==> src/rtl/mshr_pkg.sv <==
package mshr_pkg;
  typedef enum logic [1:0] {
    MC_READ  = 2'd0,
    MC_WRITE = 2'd1,
    MC_INVAL = 2'd2,
    MC_PREF  = 2'd3
  } mcmd_e;
endpackage

==> src/rtl/mshr_lookup.sv <==
module mshr_lookup #(
  parameter int ENTRIES = 4,
  parameter int ADDR_W  = 16,
  parameter int ASID_W  = 4,
  parameter int IDX_W   = 2
) (
  input  logic [ENTRIES-1:0]             live,
  input  logic [ENTRIES-1:0]             used,
  input  logic [ENTRIES-1:0][ADDR_W-1:0] ent_addr,
  input  logic [ENTRIES-1:0][ASID_W-1:0] ent_asid,
  input  logic [ADDR_W-1:0]              key_addr,
  input  logic [ASID_W-1:0]              key_asid,
  output logic                           hit,
  output logic [IDX_W-1:0]               hit_idx,
  output logic                           has_free,
  output logic [IDX_W-1:0]               free_idx
);
  logic [ENTRIES-1:0] eq;

  for (genvar e = 0; e < ENTRIES; e++) begin : g_cmp
    assign eq[e] = live[e] && (ent_addr[e] == key_addr) && (ent_asid[e] == key_asid);
  end

  // lowest index wins for both searches
  always_comb begin
    hit      = 1'b0;
    hit_idx  = '0;
    has_free = 1'b0;
    free_idx = '0;
    for (int e = ENTRIES - 1; e >= 0; e--) begin
      if (eq[e]) begin
        hit     = 1'b1;
        hit_idx = IDX_W'(e);
      end
      if (!used[e]) begin
        has_free = 1'b1;
        free_idx = IDX_W'(e);
      end
    end
  end
endmodule

==> src/rtl/mshr_tlist.sv <==
module mshr_tlist #(
  parameter int DEPTH = 3,
  parameter int DW    = 10,
  parameter int CNT_W = 2
) (
  input  logic             clk,
  input  logic             rst_n,
  input  logic             clr,
  input  logic             ld,
  input  logic             push,
  input  logic             reorder,
  input  logic             pop,
  input  logic [DW-1:0]    in_d,
  input  logic             in_rd,
  output logic [DW-1:0]    head_d,
  output logic [CNT_W-1:0] cnt,
  output logic             full
);
  logic [DEPTH-1:0][DW-1:0] slot_d;
  logic [DEPTH-1:0]         slot_rd;
  logic [CNT_W-1:0]         lead;
  logic [CNT_W-1:0]         ins_pos;
  logic                     found;

  // first non-read slot, or the tail when all stored targets are reads
  always_comb begin
    lead  = cnt;
    found = 1'b0;
    for (int i = 0; i < DEPTH; i++) begin
      if (!found && (CNT_W'(i) < cnt) && !slot_rd[i]) begin
        lead  = CNT_W'(i);
        found = 1'b1;
      end
    end
    ins_pos = reorder ? lead : cnt;
  end

  for (genvar i = 0; i < DEPTH; i++) begin : g_slot
    logic [DW-1:0] d_q, below_d, above_d;
    logic          r_q, below_rd, above_rd;
    if (i == 0) begin : g_lo
      assign below_d  = '0;
      assign below_rd = 1'b0;
    end else begin : g_lo
      assign below_d  = slot_d[i-1];
      assign below_rd = slot_rd[i-1];
    end
    if (i == DEPTH - 1) begin : g_hi
      assign above_d  = '0;
      assign above_rd = 1'b0;
    end else begin : g_hi
      assign above_d  = slot_d[i+1];
      assign above_rd = slot_rd[i+1];
    end
    always_ff @(posedge clk or negedge rst_n) begin
      if (!rst_n) begin
        d_q <= '0;
        r_q <= 1'b0;
      end else if (ld) begin
        if (i == 0) begin
          d_q <= in_d;
          r_q <= in_rd;
        end
      end else if (pop) begin
        d_q <= above_d;
        r_q <= above_rd;
      end else if (push) begin
        if (CNT_W'(i) == ins_pos) begin
          d_q <= in_d;
          r_q <= in_rd;
        end else if (CNT_W'(i) > ins_pos) begin
          d_q <= below_d;
          r_q <= below_rd;
        end
      end
    end
    assign slot_d[i]  = d_q;
    assign slot_rd[i] = r_q;
  end

  always_ff @(posedge clk or negedge rst_n) begin
    if (!rst_n)    cnt <= '0;
    else if (clr)  cnt <= '0;
    else if (ld)   cnt <= CNT_W'(1);
    else if (pop)  cnt <= cnt - CNT_W'(1);
    else if (push) cnt <= cnt + CNT_W'(1);
  end

  assign head_d = slot_d[0];
  assign full   = (cnt == CNT_W'(DEPTH));

  assert_push_room_R7: assert property (@(posedge clk) disable iff (!rst_n)
    push |-> (cnt < CNT_W'(DEPTH)));
  assert_pop_nonempty_R9: assert property (@(posedge clk) disable iff (!rst_n)
    pop |-> (cnt != '0));
endmodule

==> src/rtl/mshr_file.sv <==
module mshr_file
  import mshr_pkg::*;
#(
  parameter int ENTRIES = 4,
  parameter int TARGETS = 3,
  parameter int ADDR_W  = 16,
  parameter int ASID_W  = 4,
  parameter int THR_W   = 2,
  parameter int TAG_W   = 6,
  localparam int IDX_W  = (ENTRIES > 1) ? $clog2(ENTRIES) : 1
) (
  input  logic              clk,
  input  logic              rst_n,
  input  logic              req_valid,
  output logic              req_ready,
  input  logic [ADDR_W-1:0] req_addr,
  input  logic [ASID_W-1:0] req_asid,
  input  logic [THR_W-1:0]  req_thread,
  input  logic [1:0]        req_cmd,
  input  logic [TAG_W-1:0]  req_tag,
  output logic              req_hit,
  output logic [IDX_W-1:0]  req_idx,
  output logic              iss_valid,
  input  logic              iss_ready,
  output logic [IDX_W-1:0]  iss_idx,
  output logic [ADDR_W-1:0] iss_addr,
  output logic [ASID_W-1:0] iss_asid,
  output logic [1:0]        iss_cmd,
  output logic              iss_shared,
  input  logic              rsp_valid,
  output logic              rsp_ready,
  input  logic [IDX_W-1:0]  rsp_idx,
  output logic              tgt_valid,
  input  logic              tgt_ready,
  output logic [TAG_W-1:0]  tgt_tag,
  output logic [1:0]        tgt_cmd,
  output logic [THR_W-1:0]  tgt_thread,
  output logic [IDX_W-1:0]  tgt_idx,
  input  logic              sq_valid,
  input  logic [THR_W-1:0]  sq_thread,
  output logic              no_mshr_blk,
  output logic              no_tgt_blk,
  output logic              bus_req
);
  localparam int CNT_W = $clog2(TARGETS + 1);
  localparam int TGT_W = TAG_W + THR_W + 2;

  logic [ENTRIES-1:0]             ent_v, ent_busy, ent_shr;
  logic [ENTRIES-1:0][ADDR_W-1:0] ent_addr;
  logic [ENTRIES-1:0][ASID_W-1:0] ent_asid;
  logic [ENTRIES-1:0][THR_W-1:0]  ent_thr;
  logic [ENTRIES-1:0][1:0]        ent_cmd;
  logic                           drain_act;
  logic [IDX_W-1:0]               drain_idx;

  logic [ENTRIES-1:0]             dr_vec, pend, eff_busy, sq_hit, free_vec, bus_vec;
  logic [ENTRIES-1:0][CNT_W-1:0]  tl_cnt;
  logic [ENTRIES-1:0][TGT_W-1:0]  tl_head;
  logic [ENTRIES-1:0]             tl_full;
  logic                           hit, has_free;
  logic [IDX_W-1:0]               hit_idx, free_idx;
  logic                           req_fire, alloc_fire, merge_fire;
  logic                           iss_fire, rsp_fire, tgt_fire, last_pop;
  logic [TGT_W-1:0]               new_tgt, head;
  logic                           new_rd;

  mshr_lookup #(.ENTRIES(ENTRIES), .ADDR_W(ADDR_W), .ASID_W(ASID_W), .IDX_W(IDX_W)) u_lookup (
    .live(ent_v & ~dr_vec), .used(ent_v), .ent_addr(ent_addr), .ent_asid(ent_asid),
    .key_addr(req_addr), .key_asid(req_asid),
    .hit(hit), .hit_idx(hit_idx), .has_free(has_free), .free_idx(free_idx)
  );

  // request side
  assign req_ready  = !sq_valid && (hit ? !tl_full[hit_idx] : has_free);
  assign req_fire   = req_valid && req_ready;
  assign alloc_fire = req_fire && !hit;
  assign merge_fire = req_fire && hit;
  assign req_hit    = hit;
  assign req_idx    = hit ? hit_idx : free_idx;
  assign no_tgt_blk = req_valid && hit && tl_full[hit_idx];
  assign new_tgt    = {req_tag, req_thread, req_cmd};
  assign new_rd     = (req_cmd == MC_READ) || (req_cmd == MC_PREF);

  // issue side: lowest pending entry
  assign pend = ent_v & ~ent_busy;
  always_comb begin
    iss_valid = 1'b0;
    iss_idx   = '0;
    for (int e = ENTRIES - 1; e >= 0; e--) begin
      if (pend[e]) begin
        iss_valid = 1'b1;
        iss_idx   = IDX_W'(e);
      end
    end
  end
  assign iss_addr   = ent_addr[iss_idx];
  assign iss_asid   = ent_asid[iss_idx];
  assign iss_cmd    = ent_cmd[iss_idx];
  assign iss_shared = ent_shr[iss_idx];
  assign iss_fire   = iss_valid && iss_ready;

  // response and drain
  assign rsp_ready  = !drain_act && !sq_valid;
  assign rsp_fire   = rsp_valid && rsp_ready && ent_v[rsp_idx] && ent_busy[rsp_idx];
  assign head       = tl_head[drain_idx];
  assign tgt_valid  = drain_act;
  assign tgt_cmd    = head[1:0];
  assign tgt_thread = head[THR_W+1:2];
  assign tgt_tag    = head[TGT_W-1:THR_W+2];
  assign tgt_idx    = drain_idx;
  assign tgt_fire   = tgt_valid && tgt_ready;
  assign last_pop   = tgt_fire && (tl_cnt[drain_idx] == CNT_W'(1));

  for (genvar e = 0; e < ENTRIES; e++) begin : g_ent
    logic ld, push, reorder, pop;
    assign dr_vec[e]   = drain_act && (drain_idx == IDX_W'(e));
    assign eff_busy[e] = ent_busy[e] || (iss_fire && iss_idx == IDX_W'(e));
    assign sq_hit[e]   = sq_valid && ent_v[e] && !ent_shr[e] && (ent_thr[e] == sq_thread) && !dr_vec[e];
    assign free_vec[e] = sq_hit[e] || (last_pop && dr_vec[e]);
    assign bus_vec[e]  = pend[e] && (ent_cmd[e] != MC_PREF);
    assign ld          = alloc_fire && (free_idx == IDX_W'(e));
    assign push        = merge_fire && (hit_idx == IDX_W'(e));
    assign reorder     = push && (req_cmd == MC_INVAL) && eff_busy[e] && (ent_cmd[e] == MC_READ);
    assign pop         = tgt_fire && dr_vec[e];

    mshr_tlist #(.DEPTH(TARGETS), .DW(TGT_W), .CNT_W(CNT_W)) u_tlist (
      .clk(clk), .rst_n(rst_n), .clr(free_vec[e]), .ld(ld), .push(push),
      .reorder(reorder), .pop(pop), .in_d(new_tgt), .in_rd(new_rd),
      .head_d(tl_head[e]), .cnt(tl_cnt[e]), .full(tl_full[e])
    );

    always_ff @(posedge clk or negedge rst_n) begin
      if (!rst_n) begin
        ent_v[e]    <= 1'b0;
        ent_busy[e] <= 1'b0;
        ent_shr[e]  <= 1'b0;
        ent_addr[e] <= '0;
        ent_asid[e] <= '0;
        ent_thr[e]  <= '0;
        ent_cmd[e]  <= MC_READ;
      end else if (free_vec[e]) begin
        ent_v[e]    <= 1'b0;
        ent_busy[e] <= 1'b0;
        ent_shr[e]  <= 1'b0;
      end else if (ld) begin
        ent_v[e]    <= 1'b1;
        ent_busy[e] <= 1'b0;
        ent_shr[e]  <= 1'b0;
        ent_addr[e] <= req_addr;
        ent_asid[e] <= req_asid;
        ent_thr[e]  <= req_thread;
        ent_cmd[e]  <= req_cmd;
      end else begin
        if (iss_fire && iss_idx == IDX_W'(e)) ent_busy[e] <= 1'b1;
        if (push) begin
          if (req_thread != ent_thr[e]) ent_shr[e] <= 1'b1;
          if (!eff_busy[e] && req_cmd == MC_WRITE) ent_cmd[e] <= MC_WRITE;
        end
      end
    end
  end

  always_ff @(posedge clk or negedge rst_n) begin
    if (!rst_n) begin
      drain_act <= 1'b0;
      drain_idx <= '0;
    end else if (rsp_fire) begin
      drain_act <= 1'b1;
      drain_idx <= rsp_idx;
    end else if (last_pop) begin
      drain_act <= 1'b0;
    end
  end

  assign no_mshr_blk = &ent_v;
  assign bus_req     = |bus_vec;

  assert_full_rise_R6: assert property (@(posedge clk) disable iff (!rst_n)
    $rose(no_mshr_blk) |-> $past(alloc_fire));
  assert_full_fall_R6: assert property (@(posedge clk) disable iff (!rst_n)
    $fell(no_mshr_blk) |-> $past(|free_vec));
  assert_tgt_stall_R7: assert property (@(posedge clk) disable iff (!rst_n)
    no_tgt_blk |-> !req_ready);
  assert_bus_pending_R8: assert property (@(posedge clk) disable iff (!rst_n)
    bus_req |-> iss_valid);
  assert_drain_hold_R9: assert property (@(posedge clk) disable iff (!rst_n)
    (tgt_valid && !tgt_ready) |=> (tgt_valid && $stable(tgt_tag) && $stable(tgt_idx)));
endmodule

==> config.mk <==
export PLATFORM = sky130hd
export DESIGN_NAME = mshr_file
export DESIGN_NICKNAME = d
export VERILOG_FILES = /design/src/rtl/mshr_pkg.sv /design/src/rtl/mshr_lookup.sv /design/src/rtl/mshr_tlist.sv /design/src/rtl/mshr_file.sv
export SDC_FILE = /design/constraint.sdc
export NUM_CORES = 1
export LEC_CHECK = 0
export BUFFER_PORTS_ARGS = -buffer_cell sky130_fd_sc_hd__buf_2
export CAP_MARGIN = 20
export CORE_MARGIN = 8
export CORE_UTILIZATION = 62
export CTS_BUF_LIST = sky130_fd_sc_hd__clkbuf_16
export DETAILED_ROUTE_END_ITERATION = 8
export PLACE_DENSITY = 0.83
export SLEW_MARGIN = 10
export SYNTH_ARGS = -nofsm -noshare
export SYNTH_HDL_FRONTEND = slang
export SYNTH_HIERARCHICAL = 1
export SYNTH_SLANG_ARGS = --single-unit
==> constraint.sdc <==
create_clock -name clk -period 7.2 [get_ports clk]
set_input_delay 1.44 -clock clk [delete_from_list [all_inputs] [get_ports clk]]
set_output_delay 1.44 -clock clk [all_outputs]
set_load 0.05 [all_outputs]
==> results of run 1 <==
tightest hold or removal path, stage by stage (launching register included):
cell and delay, ps:
dfrtp_1 340, nand2_1 50, o21ai_0 60
metal layers:
metal	GRT usage	up-vias	part of all wire
met1	0.404	6278	0.40
li1	-	5550	-
met3	0.0629	131	0.11
met5	0	-	0.00030
met2	0.446	762	0.45
met4	0.123	2	0.040
cell usage in the layout, fill, tap and decap left out, types with 28 or more instances in the layout:
cell type,netlist,routed
mux2i_1,45,45
a22oi_1,100,100
mux2_2,74,74
dfrtp_1,251,251
nand2_1,94,94
o21ai_0,71,71
nand3_1,39,39
inv_1,48,54
nor2_1,57,55
buf_2,18,86
a21oi_1,31,31
nor4_1,39,39
o22ai_1,30,30
xnor2_1,58,58
clkbuf_16,0,28
xor2_1,39,39
o211ai_2,29,29
nor3_1,88,86
state kept, by name, summed over array words and instances, names as in the netlist:
register,cells
ent_v,4
g_ent.u_tlist/g_slot.above_rd,8
ent_shr,4
tgt_idx,2
ent_thr,8
g_ent.u_tlist/g_slot.above_d,80
ent_asid,16
g_ent.u_tlist/head_d,40
ent_cmd,8
tgt_valid,1
ent_addr,64
g_ent.u_tlist/g_slot.r_q,4
ent_busy,4
g_ent.u_tlist/cnt,8
kinds of logic after synthesis:
| logic type | count (synthesis) | synth area share |
|---|---|---|
| multiplexers | 149 | 0.122 |
| AND/OR/NAND/NOR | 427 | 0.153 |
| adder cells (fa/ha/maj) | 18 | 0.0151 |
| AO/OA/AOI/OAI | 371 | 0.185 |
| XOR/XNOR | 97 | 0.0571 |
| flip-flops | 251 | 0.422 |
| buffers and inverters | 140 | 0.0455 |
layout make-up:
cell class	count	area (sq um)	share of cell area
Clock inverter	22	110	0.00676
Tap cell	319	399	0.0245
Sequential cell	251	6280	0.385
Timing Repair Buffer	115	663	0.0407
Clock buffer	28	701	0.0430
Multi-Input combinational cell	1062	7960	0.488
Antenna cell	2	5.00	0.000307
Inverter	48	180	0.0111
final timing paths:
kind                                                              startpoint                                           endpoint  slack, ps  cells past startpoint
setup reg to reg                                      tgt_idx[0]$_DFFE_PN0P_  g_ent[1].u_tlist/g_slot[0].above_d[7]$_DFFE_PN0P_       1170                     13
setup / recovery                                      tgt_idx[0]$_DFFE_PN0P_                                          req_ready       1100                      8
max in group asynchronous                                              rst_n             g_ent[1].u_tlist/head_d[7]$_DFFE_PN0P_       5050                      2
hold reg to reg            g_ent[1].u_tlist/g_slot[1].above_d[9]$_DFFE_PN0P_  g_ent[1].u_tlist/g_slot[1].above_d[9]$_DFFE_PN0P_        480                      2
hold / removal             g_ent[1].u_tlist/g_slot[1].above_d[9]$_DFFE_PN0P_  g_ent[1].u_tlist/g_slot[1].above_d[9]$_DFFE_PN0P_        480                      2
min in group asynchronous                                              rst_n  g_ent[1].u_tlist/g_slot[0].above_d[9]$_DFFE_PN0P_        880                      1
through the flow:
stage	utilization	instances	cell area (sq um)	setup WS, ps	hold WS [ps]
3_5_place_dp	0.656	1792	15500	838	470
5_1_grt	0.692	1847	16300	717	497
2_1_floorplan	-	1453	14900	1360	449
6_report	0.692	1847	16300	1100	484
3_3_place_gp	0.656	1791	15400	1010	464
4_1_cts	0.691	1842	16300	1310	483
power by group through the flow:
stage,combinational (mW),sequential [mW],clock (mW)
2_1_floorplan,2.85,2.44,0
3_3_place_gp,3.53,2.63,0
3_5_place_dp,3.63,2.66,0
4_1_cts,3.66,2.64,1.29
5_1_grt,3.94,2.73,1.35
6_report,3.70,2.67,1.28
==> flow_summary.json, run 1 <==
{
  "path_buf_inv": 1,
  "detail_route.iter0.violations": 1626,
  "die_area_sq_um": 29200,
  "setup.worst_path.class": "reg -> out",
  "final_layout_size_suffix_gt1_frac": 0.207,
  "top_area_cell_type_share_of_the_netlist_area": 0.422,
  "drc": 0,
  "sink_count_of_the_clock_tree": 251,
  "synth_area_per_cell_sq_um": 10.2,
  "post-cts-setup-buffer-count": 0,
  "antenna_violating_nets_post_route": 0,
  "critical_path.endpoint_type": "primary output",
  "worstPathCellList": "a31oi_1 -> o21ai_0 -> nor4b_1 -> o211ai_1 -> a21oi_1 -> mux4_2 -> a211oi_1 -> buf_2",
  "cp_slowest_stage_delay_ps": 730,
  "grt_start_max_net_pins": 86,
  "yosysMostFrequentCell": "dfrtp_1",
  "max_clock_freq_ghz": 0.164,
  "final_wirelength_mm": 43.0,
  "synth_top_area_cell": "dfrtp_1",
  "port_buffers": 87,
  "synth_common_cells": "251 x dfrtp_1, 100 x a22oi_1, 94 x nand2_1",
  "final_total_pwr_mw": 7.66,
  "std_cell_rows": 56,
  "power.internal_mw": 4.09,
  "routedWlPerCell_microns": 23.3,
  "final_setup_tns_ps": 0,
  "final_net_count": 1565,
  "global_route_wire_length_before_repair_mm": 68.8,
  "worst_max_slew_pin_slew_ps": 1020,
  "cts_hold_buf": 0,
  "cts_tree": "yes",
  "pwr-share-seq": 0.349,
  "power.leakage_nw": 7.06,
  "number_of_instances_in_the_synthesized_netlist": 1453,
  "pwr_density_cell_nw_per_um2": 470,
  "clk_lat_worst_skew_ps": 570,
  "critical_path_peak_fanout": 20,
  "cts.path.max_buffers": 3,
  "design.portCount": 88,
  "synth-seq-cells": 251,
  "grt_overflow_total": 0,
  "detailedRoute.firstPassIterationCount": 6,
  "ys.flop_type": "dfrtp_1",
  "yosysWarningCount": 6,
  "finalCritPeriodShare": 0.847,
  "die_x_microns": 171,
  "seq_area_frac_synth": 0.422,
  "floorplan.die.height_microns": 171,
  "setup_repair_after_global_routing_missed_its_margin": "no",
  "hp-class": "reg -> reg",
  "synth_cell_type_count": 84,
  "cts_htree_levels": 1,
  "max_slew_violation_count": 0,
  "via_count": 12700,
  "cp_top_family": "compound AO/OA/AOI/OAI gates",
  "p_comb_frac": 0.484,
  "number_of_flops_mapped_to_enable_cells_by_yosys": 0,
  "design.core.area_sq_um": 23500,
  "setup_violations_final": 0,
  "cts_buffers": 28,
  "synth_fp_nets": 1512,
  "drv.max_cap_violation_count": 0,
  "worstSetupStartpointType": "register",
  "worstPathRequired_ps": 5760,
  "gr-usage-all-layers": 0.294,
  "ir_drop_uv": 392,
  "worst_slew_margin_rel": 0.323,
  "slowest_stage": "dfrtp_1",
  "result_of_the_run": "completed",
  "clk_root_buffer_cell": "clkbuf_16",
  "fin_skew_ps": 22.3,
  "synth_area_leaders": "dfrtp_1 42%, mux2_2 5.6%, a22oi_1 5.0%",
  "power.net_switching_mw": 3.57,
  "vias_per_cell": 6.89,
  "fillers": 1710,
  "power.share.clock": 0.167,
  "dp.final_hpwl_mm": 29.2,
  "timing.final.hold_violations": 0,
  "async_reset_ff_frac": 1.00,
  "netlist_area_sq_um": 14900,
  "cts.reportedPaths.clkPinSlew_ps": 60,
  "worstPathArrival_ps": 4660,
  "antenna_found_initial": 3,
  "switching_share": 0.466,
  "finalWorstPathRequiredPeriod_ps": 6100,
  "grt_pass1_vias": 12400,
  "post_cts_resize_count": 0,
  "areaGrowthSynthToFinish_pct": 9.47,
  "floorplan.initialDensity": 0.632,
  "finalWeightedCongestion": 0.957
}
Note: power is estimated with default switching activity, not from simulation.
==> run 2: changes to the inputs <==
ABC_AREA = 1   (was default)
CORE_UTILIZATION = 57   (was 62)
PLACE_DENSITY = 0.8   (was 0.83)
clock period = 5.6 ns   (was 7.2 ns; I/O delays follow)
==> run 2 against run 1 <==
Effect of this change: sequential share of layout area fell by 3.8 points; sequential cell count unchanged; power rose by 42%; clock skew fell by 13 ps; worst setup slack lost 630 ps; worst hold slack worse by 6.0 ps; cell count is 57% higher; critical path type is now reg -> reg; largest cell class unchanged; largest power group unchanged.
==> flow_summary.json, run 2 <==
{
  "routedWlPerCell_microns": 17.6,
  "design.core.area_sq_um": 28900,
  "worstPathArrival_ps": 5570,
  "yosysMostFrequentCell": "nand2_1",
  "via_count": 16800,
  "worst_max_slew_pin_slew_ps": 1120,
  "slowest_stage": "nor4_1",
  "setup.worst_path.class": "reg -> reg",
  "die_x_microns": 187,
  "yosysWarningCount": 6,
  "pwr_density_cell_nw_per_um2": 601,
  "finalWeightedCongestion": 0.988,
  "gr-usage-all-layers": 0.281,
  "clk_root_buffer_cell": "clkbuf_16",
  "largest_register_ff_count": 80,
  "synth_fp_nets": 2544,
  "worstPathRequired_ps": 6040,
  "power.leakage_nw": 9.81,
  "detail_route.iter0.violations": 2182,
  "async_reset_ff_frac": 1.00,
  "floorplan.initialDensity": 0.581,
  "setup_repair_after_global_routing_missed_its_margin": "no",
  "critical_path_peak_fanout": 15,
  "max_slew_violation_count": 0,
  "synth_cell_type_count": 52,
  "worst_slack_ps": 470,
  "finalCritPeriodShare": 0.916,
  "worst_slew_margin_rel": 0.256,
  "cts_htree_levels": 1,
  "result_of_the_run": "completed",
  "cts.reportedPaths.clkPinSlew_ps": 60,
  "cts_buffers": 30,
  "top_area_cell_type_share_of_the_netlist_area": 0.375,
  "vias_per_cell": 5.81,
  "post-cts-setup-buffer-count": 0,
  "worstSetupStartpointType": "register",
  "drc": 0,
  "instances_no_fill": 2898,
  "synth_top_area_cell": "dfrtp_1",
  "setup_violations_final": 0,
  "die_area_sq_um": 35100,
  "dp_worst_setup_slack_ps": 111,
  "clk_lat_worst_skew_ps": 560,
  "cts.path.max_buffers": 3,
  "final_net_count": 2551,
  "final_layout_size_suffix_gt1_frac": 0.109,
  "global_route_wire_length_before_repair_mm": 82.2,
  "grt_start_max_net_pins": 135,
  "critical_path.endpoint_type": "register",
  "cp_common_cell": "nand2_1",
  "design.portCount": 88,
  "areaGrowthSynthToFinish_pct": 7.86,
  "fin_skew_ps": 8.79,
  "seq_area_frac_synth": 0.375,
  "number_of_instances_in_the_synthesized_netlist": 2485,
  "dp.cells": 2844,
  "sink_count_of_the_clock_tree": 251,
  "hp-class": "reg -> reg",
  "mostFrequentLayoutCell": "nand2_1",
  "finalWorstPathRequiredPeriod_ps": 5130,
  "layout_common_cells": "881 x nand2_1, 306 x nand3_1, 251 x dfrtp_1",
  "drv.max_cap_violation_count": 0,
  "final_setup_tns_ps": 0,
  "reg2reg_setup_slack_ps": 470,
  "port_buffers": 87,
  "timing.final.hold_violations": 0,
  "startpoint": "tgt_idx[1]$_DFFE_PN0P_",
  "synth-seq-cells": 251,
  "synth_area_leaders": "dfrtp_1 37%, nand2_1 20%, nand3_1 9.1%",
  "grt_pass1_vias": 15400,
  "dp.final_hpwl_mm": 35.6,
  "netlist_area_sq_um": 16800,
  "ir_drop_uv": 575,
  "cts_tree": "yes",
  "worst_hold_startpoint": "g_ent[2].u_tlist/g_slot[1].above_d[5]$_DFFE_PN0P_",
  "number_of_flops_mapped_to_enable_cells_by_yosys": 0,
  "antenna_found_initial": 3,
  "floorplan.die.height_microns": 187,
  "final_wirelength_mm": 51.0,
  "std_cell_rows": 62,
  "max_clock_freq_ghz": 0.195,
  "detailedRoute.firstPassIterationCount": 6,
  "ys.flop_type": "dfrtp_1",
  "worst_r2r_startpoint": "tgt_idx[1]$_DFFE_PN0P_",
  "antenna_violating_nets_post_route": 0,
  "synth_area_per_cell_sq_um": 6.74,
  "cp_slowest_stage_delay_ps": 490,
  "grt_overflow_total": 0,
  "synth_common_cells": "881 x nand2_1, 306 x nand3_1, 251 x dfrtp_1"
}
[run 2: changes by cell type after synthesis, sizes merged, moves of 85 or more]
cell   delta
a22oi    -85
nand2   +816
inv     +157
nand3   +290
mux2     -93
nor2    +184
[run 2: cells by family (layout without fill, tap and decap cells)]
logic type	count (synthesis)	in the layout	share of synthesized area
AND/OR/NAND/NOR	1584	1584	0.415
buffers and inverters	341	368	0.0939
flip-flops	251	251	0.375
AO/OA/AOI/OAI	249	249	0.0812
XOR/XNOR	42	42	0.0220
adder cells (fa/ha/maj)	18	18	0.0134
other	0	2	0
[run 2: worst paths after layout]
check / end / depth (start not counted)
setup reg to reg: g_ent[1].u_tlist/g_slot[0].above_d[6]$_DFFE_PN0P_ / 30
hold reg to reg: g_ent[2].u_tlist/g_slot[1].above_d[5]$_DFFE_PN0P_ / 2
hold / removal: g_ent[2].u_tlist/g_slot[1].above_d[5]$_DFFE_PN0P_ / 2
setup / recovery: g_ent[1].u_tlist/g_slot[0].above_d[6]$_DFFE_PN0P_ / 30
max in group asynchronous: g_ent[3].u_tlist/head_d[2]$_DFFE_PN0P_ / 2
min in group asynchronous: g_ent[1].u_tlist/g_slot[1].above_d[3]$_DFFE_PN0P_ / 1
[run 2: final cells by class]
| class | instances | area [sq um] |
|---|---|---|
| flip-flops and latches | 251 | 6280 |
| diodes | 2 | 5.00 |
| fillers | 2640 | 10800 |
| multi-input cells | 1893 | 8930 |
| repair buffers | 110 | 631 |
| clock inverters | 21 | 190 |
| clock buffers | 31 | 776 |
| well taps | 384 | 480 |
| inverters | 206 | 783 |
[run 2: what timing repair did]
action                     4_1_cts  5_1_grt
setup endpoints to repair        0       44
resized for setup                0        2
hold buffers                     0        0
[run 2: metal layers]
layer / track usage / vias up / part of all wire
li1: - / 8025 / -
met4: 0.110 / 4 / 0.041
met5: 0 / - / 0.00043
met1: 0.388 / 7810 / 0.42
met2: 0.438 / 875 / 0.44
met3: 0.0440 / 131 / 0.097
[run 2: power breakdown]
part	switching, mW	total (mW)	internal, mW
clock network	0.756	1.92	1.17
logic	3.94	5.49	1.54
registers	0.865	3.45	2.58
[run 2: critical path, delay by kind of cell (launching register included)]
kind / cells / cell delay [ps]
buffers and inverters: 7 / 840
AND/OR/NAND/NOR: 23 / 3660
flip-flops: 1 / 480
[run 2: stage by stage]
step	power [mW]	hold slack, ps	cell area, sq um	utilization
floorplan	7.47	449	16800	-
global placement	8.68	462	17100	0.592
detailed placement	8.82	466	17100	0.592
CTS	10.8	482	18100	0.626
global route	11.6	493	18100	0.626
finish	10.9	478	18100	0.626
